`config.mk`:
```
export PLATFORM = sky130hd
export DESIGN_NAME = lcg_trunc_gen
export DESIGN_NICKNAME = d
export VERILOG_FILES = /design/src/rtl/lcg_pkg.sv /design/src/rtl/lcg_operand_regs.sv /design/src/rtl/lcg_next_state.sv /design/src/rtl/lcg_state_reg.sv /design/src/rtl/lcg_trunc_gen.sv
export SDC_FILE = /design/constraint.sdc
export NUM_CORES = 1
export LEC_CHECK = 0
export CORE_ASPECT_RATIO = 0.7
export CORE_UTILIZATION = 40
export CTS_BUF_LIST = sky130_fd_sc_hd__clkbuf_8
export DETAILED_ROUTE_END_ITERATION = 6
export DONT_BUFFER_PORTS = 1
export PLACE_DENSITY_LB_ADDON = 0.05
export SLEW_MARGIN = 15
export SYNTH_ARGS = -nofsm -noshare
export SYNTH_HDL_FRONTEND = slang
export SYNTH_SLANG_ARGS = --single-unit
export TNS_END_PERCENT = 100
```
`constraint.sdc`:
```
create_clock -name clk -period 4.2 [get_ports clk]
set_clock_uncertainty 0.15 [all_clocks]
set_input_delay 0.42 -clock clk [delete_from_list [all_inputs] [get_ports clk]]
set_output_delay 0.42 -clock clk [all_outputs]
set_load 0.02 [all_outputs]
```
`src/rtl/lcg_pkg.sv`:
```
// Shared definitions for the truncating congruential generator.
// Assumes operand slots are indexed by the enum below.
package lcg_pkg;
    typedef enum int {
        OP_SEED = 0,
        OP_MULT = 1,
        OP_INCR = 2
    } lcg_op_e;

    localparam int NUM_OPS = 3;
endpackage

```
`src/rtl/lcg_operand_regs.sv`:
```
// Operand registers: one per operand slot, loaded on every edge while
// en is low and frozen while en is high. Assumes synchronous active-low reset.
module lcg_operand_regs #(
    parameter int N = 8
) (
    input  logic                                clk,
    input  logic                                rst_n,
    input  logic                                en,
    input  logic [lcg_pkg::NUM_OPS-1:0][N-1:0]  op_d,
    output logic [lcg_pkg::NUM_OPS-1:0][N-1:0]  op_q
);
    for (genvar g = 0; g < lcg_pkg::NUM_OPS; g++) begin : g_op
        // Capture one operand while idle; hold it while running.
        always_ff @(posedge clk) begin
            if (!rst_n) begin
                op_q[g] <= '0;
            end else if (!en) begin
                op_q[g] <= op_d[g];
            end
        end

        // operands cannot move while the generator runs
        a_r6_frozen: assert property (@(posedge clk) disable iff (!rst_n)
            (en && $past(rst_n)) |=> $stable(op_q[g]));
    end
endmodule

```
`src/rtl/lcg_next_state.sv`:
```
// Next-state arithmetic: low N bits of mult*state, plus incr, wrapped to
// N bits. Purely combinational; the modulus 2^N is implicit in the width.
module lcg_next_state #(
    parameter int N = 8
) (
    input  logic [N-1:0] state_i,
    input  logic [N-1:0] mult_i,
    input  logic [N-1:0] incr_i,
    output logic [N-1:0] next_o
);
    logic [N-1:0] prod_lo;

    // Multiply and add, each keeping only the low N bits.
    always_comb begin
        prod_lo = mult_i * state_i;
        next_o  = prod_lo + incr_i;
    end
endmodule

```
`src/rtl/lcg_state_reg.sv`:
```
// State register with seed selector. The first enabled edge loads the seed;
// later enabled edges load the next value. Holds while en is low.
// Synchronous active-low reset has priority over en.
module lcg_state_reg #(
    parameter int N = 8
) (
    input  logic         clk,
    input  logic         rst_n,
    input  logic         en,
    input  logic [N-1:0] seed_i,
    input  logic [N-1:0] next_i,
    output logic [N-1:0] state_o,
    output logic         running_o
);
    logic [N-1:0] state_q;
    logic         running_q;
    logic [N-1:0] load_val;

    // Selector between the registered seed and the fed-back value.
    always_comb begin
        load_val = running_q ? next_i : seed_i;
    end

    // State and run flag update.
    always_ff @(posedge clk) begin
        if (!rst_n) begin
            state_q   <= '0;
            running_q <= 1'b0;
        end else if (en) begin
            state_q   <= load_val;
            running_q <= 1'b1;
        end else begin
            running_q <= 1'b0;
        end
    end

    assign state_o   = state_q;
    assign running_o = running_q;

    // reset clears the state regardless of en
    a_r1_clear: assert property (@(posedge clk)
        !rst_n |=> (state_q == '0));

    // first enabled edge loads the seed
    a_r2_seed_load: assert property (@(posedge clk) disable iff (!rst_n)
        (en && !running_q) |=> (state_q == $past(seed_i)));

    // later enabled edges load the computed next value
    a_r3_step: assert property (@(posedge clk) disable iff (!rst_n)
        (en && running_q) |=> (state_q == $past(next_i)));

    // state holds while en is low
    a_r5_hold: assert property (@(posedge clk) disable iff (!rst_n)
        $past(!en && rst_n) |-> (state_q == $past(state_q)));
endmodule

```
`src/rtl/lcg_trunc_gen.sv`:
```
// Top of the truncating congruential generator: operand capture, next-state
// arithmetic and seed-selecting state register. Width N is a parameter.
module lcg_trunc_gen #(
    parameter int N = 8
) (
    input  logic         clk,
    input  logic         rst_n,
    input  logic         en,
    input  logic [N-1:0] seed_i,
    input  logic [N-1:0] mult_i,
    input  logic [N-1:0] incr_i,
    output logic [N-1:0] rnd_o
);
    import lcg_pkg::*;

    logic [NUM_OPS-1:0][N-1:0] op_d;
    logic [NUM_OPS-1:0][N-1:0] op_q;
    logic [N-1:0]              next_val;
    logic [N-1:0]              state;
    logic                      running;

    // Pack the operand inputs into slot order.
    always_comb begin
        op_d[OP_SEED] = seed_i;
        op_d[OP_MULT] = mult_i;
        op_d[OP_INCR] = incr_i;
    end

    lcg_operand_regs #(.N(N)) u_ops (
        .clk   (clk),
        .rst_n (rst_n),
        .en    (en),
        .op_d  (op_d),
        .op_q  (op_q)
    );

    lcg_next_state #(.N(N)) u_next (
        .state_i (state),
        .mult_i  (op_q[OP_MULT]),
        .incr_i  (op_q[OP_INCR]),
        .next_o  (next_val)
    );

    lcg_state_reg #(.N(N)) u_state (
        .clk       (clk),
        .rst_n     (rst_n),
        .en        (en),
        .seed_i    (op_q[OP_SEED]),
        .next_i    (next_val),
        .state_o   (state),
        .running_o (running)
    );

    assign rnd_o = state;

    // operands are cleared by reset as well
    a_r1_ops_clear: assert property (@(posedge clk)
        !rst_n |=> (op_q == '0));
endmodule

```
* Word level (Yosys, flattened, before mapping)
Index checks and enable logic that the tools add are counted.
** Cells by class
- Multiplexer cells :: 2
- Add/sub/neg operators :: 1
- Multiply operators :: 1
** Operators by type and width (number)
- 8-bit adder :: 1
- 8-bit by 8-bit multiplier with 8-bit output :: 1
- 8-bit two-way mux :: 1
- 1-bit two-way mux :: 1
** Word-level totals
- Output and inout bits :: 8
- Logic and storage cells :: 9
- Input bits :: 27
- Bits in registers :: 33

* Longest topological paths before layout
Gate-level depths: netlist of the first run.
- Word-level depth :: 3
- Depth in mapped cells :: 18
- Depth with buffers taken out :: 17

* Hierarchy
A second synthesis of the first run with hierarchy kept.
** Unflattened totals
- Cell total of the unflattened synthesis :: 240
- Area total of the unflattened synthesis :: 2371.0 µm²
** Modules (own cells, without submodules)
- lcg_next_state :: instances 1, cells an instance 127, sequential area each 0.0 µm², area an instance 1067.3 µm²
- lcg_operand_regs :: instances 1, cells an instance 77, sequential area each 480.5 µm², area an instance 929.6 µm²
- lcg_state_reg :: instances 1, cells an instance 36, sequential area each 180.2 µm², area an instance 374.1 µm²

* Worst setup path after synthesis of the first run
OpenSTA, ideal clock, no wires.
- Path type :: register -> register
- Start :: register u_state.state_q[0], in the netlist u_state.state_o[0]
- End :: register u_state.state_q[7], in the netlist u_state.state_o[7]
- Required time :: 3.904 ns
- Slack :: 0.273 ns
- Cell stages (with the launch flop) :: 15
- Arrival time :: 3.632 ns
- Period minus slack after synthesis :: 3.927 ns
- Setup time :: 0.146 ns
- Path buffers :: 1
- Path through :: dfxtp_1 -> buf_2 -> nand2_1 -> fa_1 -> fa_1 -> inv_1 -> fa_1 -> inv_1 -> fa_1 -> inv_1 -> ha_1 -> a21oi_1 -> xnor2_2 -> xnor2_1 -> a31oi_1
** On the way
- Cells in the longest elaborated chain, start to end :: 3
** RTL lines
- start, declared :: line lcg_state_reg.sv:15 : logic [N-1:0] state_q;
- start signal, assigned :: line lcg_state_reg.sv:30 : state_q <= load_val;
- 8-bit by 8-bit multiplier with 8-bit output :: line lcg_next_state.sv:15 : prod_lo = mult_i * state_i;
- 8-bit adder :: line lcg_next_state.sv:16 : next_o = prod_lo + incr_i;
- 8-bit two-way mux :: line lcg_state_reg.sv:21 : load_val = running_q ? next_i : seed_i;
No other way between the ends.
A chain may end at the register's enable or synchronous reset.

* Worst setup path in the final report of the first run
- Start :: register u_ops.op_q[10] (netlist name)
- End :: register u_state.state_q[7], in the netlist u_state.state_o[7]
** On the way
- Cells in the longest elaborated chain, start to end :: 3
** RTL lines
- start, declared :: line lcg_operand_regs.sv:10 : output logic [lcg_pkg::NUM_OPS-1:0][N-1:0] op_q
- start signal, assigned by index :: line lcg_operand_regs.sv:18 : op_q[g] <= op_d[g];
- 8-bit by 8-bit multiplier with 8-bit output :: line lcg_next_state.sv:15
- 8-bit adder :: line lcg_next_state.sv:16
- 8-bit two-way mux :: line lcg_state_reg.sv:21
No other way between the ends.

==> results of run 1 <==
-- worst max-delay path, stage by stage (launching register included) --
cell and delay, ns:
dfxtp_1 0.48, nand2_1 0.12, fa_1 0.52, inv_1 0.05, ha_1 0.29, ha_1 0.28, inv_1 0.05, fa_1 0.52
inv_1 0.04, ha_1 0.20, inv_1 0.07, fa_1 0.21, inv_1 0.05, a21o_1 0.17, a21oi_1 0.23, xnor2_2 0.15
xnor2_1 0.13, a31oi_1 0.10
-- power breakdown --
part | switching, mW | leakage, nW | total (mW) | internal [mW]
clock | 0.129 | 0.0512 | 0.262 | 0.133
sequential | 0.0207 | 0.273 | 0.353 | 0.332
combinational | 0.0639 | 0.933 | 0.130 | 0.0662
total | 0.214 | 1.26 | 0.745 | 0.531
-- flip-flops by register name, summed over array words and instances, names as in the netlist --
name / flops
u_state.state_o: 8
u_state.running_o: 1
u_ops.op_q: 24
-- synthesized netlist by cell type, types with 4 or more instances --
library cell / count
a21oi_1: 4
and2_1: 10
buf_2: 4
clkbuf_1: 6
dfxtp_1: 33
fa_1: 18
ha_1: 17
inv_1: 38
mux2i_1: 31
nand2_1: 31
nor2b_1: 25
o211a_1: 5
xnor2_1: 14
-- per-layer routing --
metal | up-vias | routed length (um)
met3 | 6 | 272
met5 | - | 0
met2 | 32 | 1860
met1 | 689 | 2630
met4 | 0 | 48
li1 | 785 | -
-- kinds of logic (layout without fill, tap and decap cells) --
kind of cell | count (synthesis) | count (layout)
AOI/OAI and AO/OA | 15 | 15
xor gates and xnor gates | 18 | 18
adders and majority gates | 35 | 35
buffers and inverters | 49 | 55
DFF | 33 | 33
muxes | 31 | 31
and+or+nand+nor | 69 | 69
-- per-stage QoR --
step	hold WS (ns)	utilization, %	std cells
2_1_floorplan	0.330	-	250
3_3_place_gp	0.351	43.5	323
4_1_cts	0.0561	45.2	331
5_1_grt	0.0464	45.2	331
6_report	0.0658	45.2	331
3_5_place_dp	0.359	43.5	323
-- cell type report --
class,count,area [sq um],area share (%)
flip-flops and latches,33,661,25.5
inverters,38,143,5.51
multi-input cells,168,1530,59.0
repair buffers,9,67.6,2.61
well taps,75,93.8,3.63
clock buffers,6,82.6,3.19
clock inverters,2,13.8,0.532
-- how the worst max path moves through the flow --
stage | from | endpoint | slack (ns) | cells after the start
floorplan | u_state.state_o[0] | u_state.state_o[7] | 0.27 | 14
global placement | u_ops.op_q[10] | u_state.state_o[7] | 0.25 | 17
detailed placement | u_state.state_o[1] | u_state.state_o[7] | 0.26 | 13
CTS | u_ops.op_q[10] | u_state.state_o[7] | 0.24 | 17
global route | u_ops.op_q[10] | u_state.state_o[7] | 0.02 | 17
finish | u_ops.op_q[10] | u_state.state_o[7] | 0.26 | 17
==> key figures, run 1 <==
Critical path
  – Setup crit end kind: register
  – Arrival @ worst endpoint: 3.94 ns
  – Cell count of the worst reg-to-reg path: 17
  – Crit start category: register
  – Reg2Reg Setup Slack: 0.26 ns
  – Reg2reg start: u_ops.op_q[10]
  – CP required: 4.20 ns
  – CP max FO: 7
  – R2r endpoint: u_state.state_o[7]
  – CP Class: reg -> reg

Placed design
  – Port Buf Inserts: 0
  – Gpl congestion: 0.792
  – Hpwl dp: 3670 um
  – Placed inst area: 2490 sq um
  – Pre-CTS setup slack: 0.265 ns

STA
  – Worst setup margin: 0.257 ns
  – Slew @ Worst Pin: 0.531 ns
  – Count of pins over their slew limit: 0
  – Fin Setup TNS: 0 ns
  – Max transition margin: 64.5%
  – Final Hold Violating Endpoints: 0
  – Setup-failing EPs final: 0
  – Crit share post-route: 93.9%
  – Minimum clock period: 3.94 ns
  – Max Clock Freq: 0.254 GHz
  – RSZ-0062 raised after global routing: no

Drt
  – Via count: 1512
  – Starting DRT DRC Count: 47
  – Drt total wl: 4810 um
  – Wire per inst: 14.5 um
  – DR vias/cell: 4.57
  – Residual DRC: 0
  – Pre-antenna DRT Iters: 4
  – Antenna viol nets, final: 0

Floorplanning
  – Starting Density: 41.6%
  – Std-Cell Rows: 23
  – Die area: 6270 sq um
  – Die width: 94.2 um
  – I/O pin total: 35
  – Core Box Area: 5730 sq um
  – Die H: 66.5 um

Min path
  – Hold_sp: en
  – Hold Path Depth: 1
  – Hold EP: u_state.state_o[6]
  – Hold WC Path Type: in -> reg

Power
  – Pleak: 1.26 nW
  – Max VDD drop: 0.117 mV
  – Tot Pwr: 745 uW
  – Power Density: 288 nW/um^2

GRT
  – First-pass GRT wire length: 8250 um
  – Initial antenna violation count: 0
  – GRT Util Overall: 18.2%
  – Grt peak-use layer: met2
  – Pin count of the biggest net entering global routing: 41
  – M2 GR Usage: 26.1%
  – Met1 Use GR: 25.9%
  – Routing usage on met3: 5.71%
  – Congestion Overflow GR: 0
  – Vias in the first global route: 1570

Yosys
  – Synth cell types: 24
  – Sequential area share after synthesis: 27.8%
  – Synth Warn #: 0
  – Synthesized flop and latch total: 33
  – Ys async rst share: 0%
  – Mux cell area share after synthesis: 13.0%
  – Synth Area in Adders: 24.1%
  – Synth area leaders: dfxtp_1 (28%), fa_1 (15%), mux2i_1 (13%)
  – Compound-Gate Fraction of Synth Area: 4.68%
  – Avg Inst Size Synth: 9.52 sq um
  – Synth top area share: 27.8%
  – Post-Synth XOR/XNOR Area: 7.57%
  – Cell taking the most area after synthesis: dfxtp_1
  – Simple-Gate Fraction of Synth Area: 14.8%
  – Post-synth top flop: dfxtp_1
  – Post-synth EDFFs: 0
  – Mapped cell area: 2380 sq um
  – Post-Syn Instances: 250
  – Largest family of logic cells by synthesized area: adder cells
  – Syn_nets: 312

Clock network
  – Clk sinks: 33
  – # hold bufs at CTS: 0
  – CTS clock-pin slew for the worst setup and hold paths: 0.07 ns
  – Root Buffer: clkbuf_8
  – CTS tree: yes
  – Post-CTS Setup Bufs: 0
  – TritonCTS buffer count: 5
  – Htree depth: 2
  – Worst-skew pair later-pin latency: 0.29 ns
  – Max Root-Sink Buffers: 2
  – Post_cts resized: 0

Layout
  – Area added between synthesis and finish: 8.73%
  – Share of cells above drive strength 1: 8.59%
  – Layout net count: 317
  – Leading cell type in the layout, fill and taps excluded: inv_1
  – Diode count: 0
  – Design Area, Final: 2590 sq um
  – Number of fill cells in the layout: 573
  – Most frequent cells in the layout: inv_1 (38), dfxtp_1 (33), nand2_1 (31), mux2i_1 (31), nor2b_1 (25)

Status
  – Status: complete, no violations

Flow run
  – Max Cap Viol: 0
Power figures use the tool's default switching activity.
==> run 2: changes to the inputs <==
--- a/config.mk
+++ b/config.mk
@@ -14,5 +14,6 @@
 export SLEW_MARGIN = 15
 export SYNTH_ARGS = -nofsm -noshare
 export SYNTH_HDL_FRONTEND = slang
+export SYNTH_HIERARCHICAL = 1
 export SYNTH_SLANG_ARGS = --single-unit
 export TNS_END_PERCENT = 100
==> run 2 against run 1 <==
Compared with the run above: combinational power is essentially flat; non-clock buffer count grew 3; highest routed layer unchanged; setup slack lost 0.065 ns; fmax shrank 1.6%; cell count shrank 1.2%.
==> key figures, run 2 <==
STA
  – Worst setup margin: 0.192 ns
  – Fin Hold WS: 0.0728 ns
  – Count of pins over their slew limit: 0
  – Crit share post-route: 95.4%
  – Final Hold Violating Endpoints: 0
  – RSZ-0062 raised after global routing: no
  – Fin Setup TNS: 0 ns
  – Max Clock Freq: 0.249 GHz
  – Slew @ Worst Pin: 0.501 ns
  – Max transition margin: 66.5%
  – Setup-failing EPs final: 0
  – Minimum clock period: 4.01 ns

Floorplanning
  – Die area: 6240 sq um
  – Die H: 66.4 um
  – Die width: 94.0 um
  – Std-Cell Rows: 23
  – Starting Density: 41.4%
  – Core Box Area: 5730 sq um
  – I/O pin total: 35

GRT
  – Initial antenna violation count: 0
  – Vias in the first global route: 1507
  – First-pass GRT wire length: 7820 um
  – Pin count of the biggest net entering global routing: 42
  – Congestion Overflow GR: 0
  – GRT Util Overall: 17.5%

Drt
  – Antenna viol nets, final: 0
  – Uppermost layer routed: met4
  – Residual DRC: 0
  – Starting DRT DRC Count: 52
  – Pre-antenna DRT Iters: 4
  – DR vias/cell: 4.60
  – Via count: 1505
  – Drt total wl: 4940 um
  – Wire per inst: 15.1 um
  – DR WL met3: 185 um
  – DRT met1 WL: 2580 um
  – Routed wl met2: 2150 um

Critical path
  – Arrival @ worst endpoint: 4.07 ns
  – CP delay by family, top: adder cells
  – Crit-path cells: nand2_1, fa_1, inv_1, fa_1, ha_1, inv_1, fa_1, fa_1, inv_1, a21o_1, a21oi_1, xnor2_1, xnor2_1, mux2i_1, a21oi_1
  – Reg2Reg Setup Slack: 0.19 ns
  – Crit start category: register
  – Worst path slowest cell: fa_1
  – CP max FO: 9
  – CP Class: reg -> reg
  – Worst path most repeated cell: fa_1
  – CP required: 4.26 ns
  – CP peak stage delay: 0.53 ns
  – Setup crit end kind: register
  – CP bufs+invs: 3

Min path
  – Hold WC Path Type: in -> reg

Yosys
  – Avg Inst Size Synth: 9.88 sq um
  – Synthesized flop and latch total: 33
  – Synth cell count leaders: inv_1 (34), dfxtp_1 (33), mux2i_1 (32)
  – Synth top area share: 27.9%
  – Post-synth EDFFs: 0
  – Top-count cell post-synth: inv_1
  – Mapped cell area: 2370 sq um
  – Synth area leaders: dfxtp_1 (28%), fa_1 (15%), mux2i_1 (14%)
  – Syn_nets: 302
  – Post-Syn Instances: 240
  – Ys async rst share: 0%
  – Post-synth top flop: dfxtp_1
  – Synth cell types: 20
  – Cell taking the most area after synthesis: dfxtp_1
  – Synth Warn #: 6
  – Sequential area share after synthesis: 27.9%

Layout
  – Final cell count without fillers: 327
  – Area added between synthesis and finish: 8.71%
  – Most frequent cells in the layout: inv_1 (34), dfxtp_1 (33), mux2i_1 (32), nor2b_1 (24), nand2_1 (20)
  – Share of cells above drive strength 1: 10.3%
  – Number of fill cells in the layout: 586
  – Max reg flops: 24
  – Top reg by flops: u_ops/op_q
  – Diode count: 0
  – Layout net count: 314
  – Leading cell type in the layout, fill and taps excluded: inv_1
  – Fin util: 45.0%

Clock network
  – Max Root-Sink Buffers: 2
  – Worst-skew pair later-pin latency: 0.28 ns
  – TritonCTS buffer count: 5
  – CTS clock-pin slew for the worst setup and hold paths: 0.07 ns
  – Root Buffer: clkbuf_8
  – CTS tree: yes
  – Post-CTS Setup Bufs: 0
  – Clk sinks: 33
  – # hold bufs at CTS: 0
  – Post_cts resized: 0
  – Htree depth: 2

Placed design
  – Hpwl dp: 3850 um
  – Gpl congestion: 0.750
  – Port Buf Inserts: 0
  – Pre-CTS setup slack: 0.190 ns
  – Placed insts: 320

Power
  – Max VDD drop: 0.149 mV
  – Pleak: 1.22 nW
  – Power Density: 302 nW/um^2

Status
  – Status: complete, no violations

Flow run
  – Max Cap Viol: 0
## run 2: power by group
group / total, mW / switching [mW] / leakage, nW / internal [mW]
clock network: 0.292 / 0.120 / 0.0540 / 0.172
logic: 0.131 / 0.0641 / 0.893 / 0.0672
registers: 0.355 / 0.0226 / 0.273 / 0.333
## run 2: layout make-up
cell class,instances,area [sq um],share of cell area [%]
clock inverter,2,35.0,1.36
timing repair buffer,12,90.1,3.50
multi-input combinational,166,1500,58.3
clock buffer,5,68.8,2.67
sequential,33,661,25.6
inverter,34,128,4.95
tap,75,93.8,3.64
## run 2: metal layers
layer,track usage (%),up-vias
met4,5.19,0
met5,0,-
met3,4.83,2
met1,23.5,697
met2,27.3,27
li1,-,779
## run 2: cells by family after synthesis
| kind of cell | count (synthesis) | synth area share, % |
|---|---|---|
| AOI/OAI and AO/OA | 20 | 4.59 |
| xor gates and xnor gates | 18 | 6.65 |
| adders and majority gates | 35 | 24.2 |
| buffers and inverters | 41 | 8.81 |
| DFF | 33 | 27.9 |
| muxes | 32 | 13.5 |
| and+or+nand+nor | 61 | 14.4 |
## run 2: final timing paths
kind	startpoint	to	cells after the start
max	u_state/state_o[1]	u_state/state_o[7]	15
min	en	u_state/state_o[6]	1
max reg2reg	u_state/state_o[1]	u_state/state_o[7]	15
min reg2reg	u_ops/op_q[5]	u_ops/op_q[5]	2
## run 2: stage by stage
step / total power, mW / area [sq um]
after floorplan: 0.471 / 2370
after global placement: 0.495 / 2470
after detailed placement: 0.498 / 2470
after CTS: 0.793 / 2580
after global routing: 0.828 / 2580
final: 0.779 / 2580
